<file path="config.mk">
export PLATFORM = sky130hd
export DESIGN_NAME = cmpx_rr_unit
export DESIGN_NICKNAME = d
export VERILOG_FILES = /design/src/rtl/cmpx_pkg.sv /design/src/rtl/cmpx_decode.sv /design/src/rtl/cmpx_extend.sv /design/src/rtl/cmpx_commit.sv /design/src/rtl/cmpx_rr_unit.sv
export SDC_FILE = /design/constraint.sdc
export NUM_CORES = 1
export LEC_CHECK = 0
export CAP_MARGIN = 20
export CORE_MARGIN = 4
export CORE_UTILIZATION = 35
export DETAILED_ROUTE_END_ITERATION = 7
export GPL_ROUTABILITY_DRIVEN = 0
export GPL_TIMING_DRIVEN = 0
export PLACE_DENSITY = 0.73
export SYNTH_ARGS = -nofsm -noshare
export SYNTH_HDL_FRONTEND = slang
export SYNTH_SLANG_ARGS = --single-unit
</file>
<file path="constraint.sdc">
create_clock -name clk -period 1.8 [get_ports clk]
set_clock_uncertainty 0.05 [all_clocks]
set_input_delay 0.36 -clock clk [delete_from_list [all_inputs] [get_ports clk]]
set_output_delay 0.36 -clock clk [all_outputs]
set_load 0.005 [all_outputs]
</file>
<file path="src/rtl/cmpx_pkg.sv">
package cmpx_pkg;

    localparam logic [4:0] MAJOR_RR = 5'b11101;
    localparam logic [4:0] FN_EXT   = 5'b10001;
    localparam logic [4:0] FN_JMP   = 5'b00000;
    localparam logic [4:0] RA_IDX   = 5'd31;

    // Field order matches bit positions of the 16-bit word
    typedef struct packed {
        logic [4:0] major;
        logic [2:0] rsel;
        logic [2:0] sub;
        logic [4:0] fn;
    } rr_word_t;

    typedef enum logic [2:0] {
        K_NONE,
        K_EXT,
        K_JR,
        K_JRRA,
        K_JALR,
        K_ILL
    } kind_e;

    typedef enum logic [1:0] {
        W_BYTE,
        W_HALF,
        W_WORD
    } ext_width_e;

    typedef struct packed {
        kind_e      kind;
        logic       ext_signed;
        ext_width_e width;
        logic [4:0] src;
    } dec_t;

    // 3-bit selector to architectural register index
    function automatic logic [4:0] map_reg(input logic [2:0] sel);
        if (sel < 3'd2) return {4'b1000, sel[0]};
        else            return {2'b00, sel};
    endfunction

    function automatic int top_bit(input ext_width_e w);
        case (w)
            W_BYTE:  return 7;
            W_HALF:  return 15;
            default: return 31;
        endcase
    endfunction

endpackage

</file>
<file path="src/rtl/cmpx_decode.sv">
module cmpx_decode
    import cmpx_pkg::*;
#(
    parameter bit WIDE_OK = 1'b1
) (
    input  logic     valid,
    input  rr_word_t word,
    input  logic     wide_mode,
    output dec_t     dec
);

    logic wide_legal;
    assign wide_legal = WIDE_OK && wide_mode;

    always_comb begin
        dec.kind       = K_NONE;
        dec.ext_signed = 1'b0;
        dec.width      = W_BYTE;
        dec.src        = map_reg(word.rsel);
        if (valid && word.major == MAJOR_RR) begin
            dec.kind = K_ILL;
            case (word.fn)
                FN_EXT: begin
                    case (word.sub)
                        3'b100: begin dec.kind = K_EXT; dec.ext_signed = 1'b1; dec.width = W_BYTE; end
                        3'b101: begin dec.kind = K_EXT; dec.ext_signed = 1'b1; dec.width = W_HALF; end
                        3'b000: begin dec.kind = K_EXT; dec.ext_signed = 1'b0; dec.width = W_BYTE; end
                        3'b001: begin dec.kind = K_EXT; dec.ext_signed = 1'b0; dec.width = W_HALF; end
                        3'b110: if (wide_legal) begin
                            dec.kind = K_EXT; dec.ext_signed = 1'b1; dec.width = W_WORD;
                        end
                        3'b010: if (wide_legal) begin
                            dec.kind = K_EXT; dec.ext_signed = 1'b0; dec.width = W_WORD;
                        end
                        default: dec.kind = K_ILL;
                    endcase
                end
                FN_JMP: begin
                    case (word.sub)
                        3'b100: dec.kind = K_JR;
                        3'b101: if (word.rsel == 3'b000) begin
                            dec.kind = K_JRRA;
                            dec.src  = RA_IDX;
                        end
                        3'b110: dec.kind = K_JALR;
                        default: dec.kind = K_ILL;
                    endcase
                end
                default: dec.kind = K_ILL;
            endcase
        end
    end

endmodule

</file>
<file path="src/rtl/cmpx_extend.sv">
module cmpx_extend
    import cmpx_pkg::*;
#(
    parameter int XLEN = 64
) (
    input  logic [XLEN-1:0] value,
    input  ext_width_e      width,
    input  logic            is_signed,
    output logic [XLEN-1:0] result
);

    localparam int TB_MAX = (XLEN > 32) ? 31 : XLEN - 1;

    int   tb;
    logic fill;

    always_comb begin
        tb = top_bit(width);
        if (tb > TB_MAX) tb = TB_MAX;
        fill = is_signed & value[tb];
        for (int i = 0; i < XLEN; i++) begin
            result[i] = (i <= tb) ? value[i] : fill;
        end
    end

endmodule

</file>
<file path="src/rtl/cmpx_commit.sv">
module cmpx_commit
    import cmpx_pkg::*;
#(
    parameter int XLEN = 64
) (
    input  logic            clk,
    input  logic            rst,
    input  dec_t            dec,
    input  logic [XLEN-1:0] ext_result,
    input  logic [XLEN-1:0] src_value,
    input  logic [XLEN-1:0] nia,
    output logic            rf_we,
    output logic [4:0]      rf_waddr,
    output logic [XLEN-1:0] rf_wdata,
    output logic            redirect_valid,
    output logic [XLEN-1:0] redirect_target,
    output logic            illegal,
    output logic            done
);

    logic is_jump;
    logic is_write;
    assign is_jump  = (dec.kind == K_JR) || (dec.kind == K_JRRA) || (dec.kind == K_JALR);
    assign is_write = (dec.kind == K_EXT) || (dec.kind == K_JALR);

    always_ff @(posedge clk) begin
        if (rst) begin
            rf_we           <= 1'b0;
            rf_waddr        <= '0;
            rf_wdata        <= '0;
            redirect_valid  <= 1'b0;
            redirect_target <= '0;
            illegal         <= 1'b0;
            done            <= 1'b0;
        end else begin
            done           <= dec.kind != K_NONE;
            illegal        <= dec.kind == K_ILL;
            rf_we          <= is_write;
            redirect_valid <= is_jump;
            if (dec.kind == K_JALR) begin
                rf_waddr <= RA_IDX;
                rf_wdata <= nia;
            end else if (dec.kind == K_EXT) begin
                rf_waddr <= dec.src;
                rf_wdata <= ext_result;
            end
            if (is_jump) redirect_target <= src_value;
        end
    end

    // a trap never writes or redirects
    p_trap_silent_r10: assert property (@(posedge clk) disable iff (rst)
        illegal |-> (!rf_we && !redirect_valid));

endmodule

</file>
<file path="src/rtl/cmpx_rr_unit.sv">
module cmpx_rr_unit
    import cmpx_pkg::*;
#(
    parameter int XLEN = 64
) (
    input  logic            clk,
    input  logic            rst,
    input  logic            instr_valid,
    input  logic [15:0]     instr_word,
    input  logic            wide_mode,
    input  logic [XLEN-1:0] nia,
    output logic [4:0]      rf_raddr,
    input  logic [XLEN-1:0] rf_rdata,
    output logic            rf_we,
    output logic [4:0]      rf_waddr,
    output logic [XLEN-1:0] rf_wdata,
    output logic            redirect_valid,
    output logic [XLEN-1:0] redirect_target,
    output logic            illegal,
    output logic            done
);

    localparam bit WIDE_OK = XLEN > 32;

    rr_word_t        word;
    dec_t            dec;
    logic [XLEN-1:0] ext_result;

    assign word     = rr_word_t'(instr_word);
    assign rf_raddr = dec.src;

    cmpx_decode #(.WIDE_OK(WIDE_OK)) u_decode (
        .valid     (instr_valid),
        .word      (word),
        .wide_mode (wide_mode),
        .dec       (dec)
    );

    cmpx_extend #(.XLEN(XLEN)) u_extend (
        .value     (rf_rdata),
        .width     (dec.width),
        .is_signed (dec.ext_signed),
        .result    (ext_result)
    );

    cmpx_commit #(.XLEN(XLEN)) u_commit (
        .clk             (clk),
        .rst             (rst),
        .dec             (dec),
        .ext_result      (ext_result),
        .src_value       (rf_rdata),
        .nia             (nia),
        .rf_we           (rf_we),
        .rf_waddr        (rf_waddr),
        .rf_wdata        (rf_wdata),
        .redirect_valid  (redirect_valid),
        .redirect_target (redirect_target),
        .illegal         (illegal),
        .done            (done)
    );

    logic ours;
    assign ours = instr_valid && (instr_word[15:11] == MAJOR_RR);

    // accepted word completes on the next edge
    p_done_next_r11: assert property (@(posedge clk) disable iff (rst)
        ours |=> done);

    // foreign or absent words leave every output quiet
    p_quiet_r11: assert property (@(posedge clk) disable iff (rst)
        !ours |=> (!done && !illegal && !rf_we && !redirect_valid));

    // narrow mode traps the 32-bit extend forms
    p_wide_trap_r6: assert property (@(posedge clk) disable iff (rst)
        (ours && !wide_mode && instr_word[4:0] == FN_EXT && instr_word[6:5] == 2'b10)
        |=> (illegal && !rf_we));

    // link writes next address to the return register
    p_link_r9: assert property (@(posedge clk) disable iff (rst)
        (rf_we && redirect_valid) |-> (rf_waddr == RA_IDX && rf_wdata == $past(nia)));

    // target is the value read in the issuing cycle
    p_target_r7: assert property (@(posedge clk) disable iff (rst)
        redirect_valid |-> (redirect_target == $past(rf_rdata)));

    // extend writes the register it read
    p_inplace_r2: assert property (@(posedge clk) disable iff (rst)
        (rf_we && !redirect_valid) |-> (rf_waddr == $past(rf_raddr)));

endmodule

</file>
-- After elaboration in Yosys (flattened, before gate mapping)
Index checks and enable logic that the tools add are counted.
- $add $sub $neg: 0
- multipliers: 0
- divide/modulo/power cells: 0
- order comparisons: 67
- equal/unequal tests: 13
- shift-type cells: 0
- mux-type cells: 86
- bitwise gates (word level): 1
- reductions and logical operators: 11
- operators with widths (kind ; number):
    $le 6x5->1 const A ; 32
    $mux 64 ; 2
    $le 5x5->1 const A ; 16
    $mux 1 ; 66
    $le 4x5->1 const A ; 8
    $mux 5 ; 7
    $le 3x5->1 const A ; 4
    $pmux 3 s3 ; 2
    $eq 3x3->1 const B ; 5
    $pmux 3 s5 ; 1
    $mux 6 ; 2
    $mux 11 ; 1
    $eq 5x5->1 const B ; 2
    $le 1x5->1 const A ; 2
    $le 2x5->1 const A ; 2
    $pmux 5 s2 ; 1
    $eq 3x2->1 const B ; 3
    $lt 5x7->1 const B ; 1
    $bmux 1 s6 ; 1
    $eq 3x1->1 const B ; 2
    $logic_not 3->1 ; 2
    $mux 3 ; 2
    $pmux 3 s2 ; 1
    $gt 5x5->1 const B ; 1
    other kinds (10) ; 12
- flip-flop bits (word level): 137
- bits in latches: 0
- RAM bits: 0
- bits in read-only memories: 0
- input port bits: 148
- output and inout port bits: 142
- word-level logic and storage cells: 185
- memories: 0

-- Longest topological paths before layout
- depth after elaboration: 17
- depth in mapped cells: 7
- gate-level depth less buffers: 5

-- By module
Synthesis repeated with hierarchy kept, for this count alone.
- cells, all modules: 826
- area total of the unflattened synthesis: 7174.4 µm²
- by module, submodules not included (module ; times used ; cells each ; area an instance (µm²) ; seq. area each (µm²)):
    cmpx_commit ; 1 ; 695 ; 6344.8 ; 2742.6
    cmpx_extend ; 1 ; 102 ; 671.9 ; 0.0
    cmpx_decode ; 1 ; 29 ; 157.7 ; 0.0

-- Worst setup path before layout
No wires, ideal clock.
- path type: input to register
- start: input instr_word[1]
- end: register u_commit.rf_wdata[15]
- library setup time: 0.144 ns
- data arrival time: 1.753 ns
- data required time: 1.606 ns
- setup slack: -0.146 ns
- stages on the path: 5
- path buffers: 1
- cells stage by stage: or3_4 a2111o_1 buf_6 a41oi_1 a211oi_1
- longest elaborated chain between the ends: 14
- elaborated cells between the ends (all ways): 21
- those cells by class: order compare: 2; eq/ne: 4; mux: 11; bitwise: 1; reduce/logical: 3
- ends and longest elaborated chain (element ; RTL line ; RTL):
    start, declared ; cmpx_rr_unit.sv:9 ; input logic [15:0] instr_word,
    $eq 5x5->1 ; cmpx_decode.sv:22 ; case (word.fn)
    $mux 3 ; cmpx_decode.sv:22 ;
    $mux 11 (*) ; cmpx_decode.sv:20 ; if (valid && word.major == MAJOR_RR) begin
    $eq 2x1->1 or $logic_not 2->1 (tied branches) ; cmpx_pkg.sv:45 ; case (w)
    $pmux 5 s2 ; cmpx_pkg.sv:45 ;
    $gt 5x5->1 ; cmpx_extend.sv:19 ; if (tb > TB_MAX) tb = TB_MAX;
    $mux 5 ; cmpx_extend.sv:19 ;
    $bmux 1 s6 ; cmpx_extend.sv:20 ; fill = is_signed & value[tb];
    $mux 1 (not written as such) (2 in a row) ; cmpx_extend.sv:20 ;
    $and 1x1->1 ; cmpx_extend.sv:20 ;
    $mux 1 ; cmpx_extend.sv:22 ; result[i] = (i <= tb) ? value[i] : fill;
    $mux 64 ; cmpx_commit.sv:43 ; end else if (dec.kind == K_EXT) begin
    $mux 64 ; cmpx_commit.sv:40 ; if (dec.kind == K_JALR) begin
    end signal, assigned ; cmpx_commit.sv:42 ; rf_wdata <= nia;
    end signal, assigned ; cmpx_commit.sv:45 ; rf_wdata <= ext_result;
    end, declared ; cmpx_commit.sv:14 ; output logic [XLEN-1:0] rf_wdata,
Mark *: on every way between the ends. The rest lies on a longest branch, timed or not. The select of a mux whose other input is x is not followed.
A chain may end at the register's enable or synchronous reset.

-- Worst setup path in the final report
- start: input instr_word[14]
- end: output rf_raddr[2]
- longest elaborated chain between the ends: 3
- ends and longest elaborated chain (element ; RTL line ; RTL):
    $eq 5x5->1 ; cmpx_decode.sv:20 ;
    $logic_and 1x1->1 ; cmpx_decode.sv:20 ;
    $mux 11 ; cmpx_decode.sv:20 ;
    end, declared ; cmpx_rr_unit.sv:12 ; output logic [4:0] rf_raddr,
No other way between the ends.

==> metrics.yaml <==
dp_worst_setup_slack_ns: -1.19
cts_tree: "yes"
total_power_mw: 6.95
h-tree-depth: 4
rsz0062_at_grt: "true"
period_minus_slack_ns: 1.86
clk_pin_slew_worst_paths_ns: 0.06
finish.utilization: 0.614
whs_ns: 0.242
num_antenna_cells: 0
violations: "setup timing"
critPathLaunchType: "input port"
die_x_um: 135
synthDistinctLibCells: 43
place_area_um2: 8850
die_h_um: 135
drc: 0
cp_max_fo: 4
drive_gt1_frac: 0.203
regArea_um2: 2740
worst_slack_ns: -0.0576
antenna_found_initial: 1
n_fill_cell: 1436
stdcell_area_um2: 9720
cts_sinks: 137
vias_per_cell: 4.96
num_vias: 5939
grt_pass1_vias: 5833
area_growth_pct: 72.5
fin_cells: 1197
status: "finished, violations left"
seq_area_frac_synth: 0.487
wl_um: 21500
synth-seq-cells: 137
dp.cells: 1144
cp.arrival_ns: 1.45
fin_nets: 1116
synth_nets: 787
post-dp-hpwl_um: 16400
hp-class: "input port to flip-flop"
drt-initial-drc-count: 271
setup_tns_ns: -0.170
syn_area_um2: 5640
relSlewSlack: 0.539
dieArea_um2: 18200
wire_per_inst_um: 18.0
crit_slowest_cell: "and4b_2"
drt_pre_antenna_iters: 5
pwr_density_cell_nw_per_um2: 714
tightest_slew_ns: 0.691
ys.warnings.count: 0
io_pins: 290
num_rows: 46
crit_path_end_kind: "primary output"
grt_pass1_wl_um: 32700
track_usage: 0.231
grt_max_degree: 17
crit_path_cell_trace: "buf_6 -> and4b_2 -> and3_4 -> and4_4 -> or2_4 -> buf_6"
clk_latency_ns: 0.41
initial_core_util: 0.356
hold_start: "instr_word[9]"
synthCells: 639
multiInputGateArea_um2: 2750
cts_root_buf: "clkbuf_16"
crit_top_cell: "buf_6"
min_period_over_period: 1.03
drv_slew: 0
crit_required_ns: 1.39
ir_drop_mv: 0.581
critPathMaxStageDelay_ns: 0.26
p_leak_nw: 3.51
avgSynthCellArea_um2: 8.82
worstSetupPathType: "input port to primary output"
fmax_mhz: 538
cts_buffers: 17
timing.rr.start: "u_commit.rf_wdata[33]"
hold_viol_final: 0
cap_violations: 0
cts_buffer_depth: 2
io_buffers: 289
core_um2: 15800
critical_path.startpoint: "instr_word[14]"
grt-ovfl-total: 0
setup_violations: 3
antenna_left: 0
## worst max-delay path: cells and delay by family
family | cells | cell delay (ns)
buf+inv | 2 | 0.20
simple gates | 4 | 0.88
## cell type report
class	count	share of cell area
multi-input combinational	449	0.283
clock inverter	12	0.0129
sequential	137	0.282
buffer	49	0.0329
tap	216	0.0278
timing repair buffer	312	0.315
clock buffer	20	0.0459
inverter	2	0.000772
## kinds of logic (layout without fill, tap and decap cells)
family                 after synthesis  in the layout  share of synthesized area
multiplexers                         6              6                     0.0109
buffers and inverters               53            395                     0.0480
AND/OR/NAND/NOR                    227            227                      0.168
flip-flops                         137            137                      0.487
AO/OA/AOI/OAI                      216            216                      0.286
## where the power goes
part,leakage (nW),switching [mW],internal (mW)
combinational,2.13,0.183,0.320
clock,0.276,1.34,2.07
sequential,1.10,0.000436,3.03
## final timing paths
kind                            cells after the start  slack (ns)                           end
worst max-delay path                                6       -0.06                   rf_raddr[2]
worst max register to register                      2        1.00         u_commit.rf_wdata[33]
worst min register to register                      2        0.40  u_commit.redirect_target[33]
worst min-delay path                                3        0.24          u_commit.rf_waddr[1]
## layout by cell type (no fill, tap or decap), drive strengths merged, types with 3 or more instances in the layout
master         synthesis  routed
a211oi                46      46
a21oi                118     118
a22oi                 19      19
a31oi                  4       4
buf                   19      53
clkbuf                32      59
clkdlybuf4s50          0     265
clkinv                 0       6
clkinvlp               0       3
dfxtp                137     137
inv                    2       3
mux2i                  5       5
nand2                150     150
nand2b                 3       3
nand3                  4       4
nand4                  4       4
nor2                  47      47
nor3                   3       3
o21bai                18      18
o22ai                  5       5
or2                    3       3
## what timing repair did
action | CTS | global route
hold buffers | 0 | 0
resized for setup | 122 | 43
pin swaps | 18 | 9
buffers inserted | 20 | 2
endpoints found under the setup margin | 140 | 126
gates cloned | 2 | 0
## registers in the layout (all words and copies together) (netlist names)
name,flops
u_commit.redirect_target,64
u_commit.rf_wdata,64
u_commit.rf_waddr,5
u_commit.done,1
u_commit.illegal,1
u_commit.redirect_valid,1
u_commit.rf_we,1
## cells in the mapped netlist, drive strengths merged
cell type | instances | area, um2
a2111o | 1 | 11.3
a2111oi | 2 | 36.3
a211oi | 46 | 495
a21oi | 118 | 714
a22oi | 19 | 143
a31oi | 4 | 25.0
a41oi | 1 | 8.76
and2 | 1 | 6.26
and3 | 2 | 12.5
and4 | 2 | 17.5
and4b | 2 | 20.0
buf | 19 | 143
clkbuf | 32 | 120
dfxtp | 137 | 2740
inv | 2 | 7.51
mux2 | 1 | 11.3
mux2i | 5 | 50.1
nand2 | 150 | 566
nand2b | 3 | 18.8
nand3 | 4 | 20.0
nand4 | 4 | 25.0
nand4b | 1 | 8.76
nor2 | 47 | 179
nor2b | 1 | 6.26
nor3 | 3 | 15.0
nor3b | 1 | 7.51
nor4 | 1 | 6.26
nor4b | 1 | 8.76
o21ai | 1 | 5.00
o21bai | 18 | 135
o22ai | 5 | 31.3
o31a | 1 | 8.76
or2 | 3 | 18.8
or3 | 1 | 11.3
## routing by layer
layer,vias up,track usage,wire [um]
met5,-,0,13
met4,2,0.0713,337
met3,30,0.0876,2050
met2,224,0.390,10500
met1,2780,0.272,8630
li1,2903,-,-
Power figures use the tool's default switching activity.
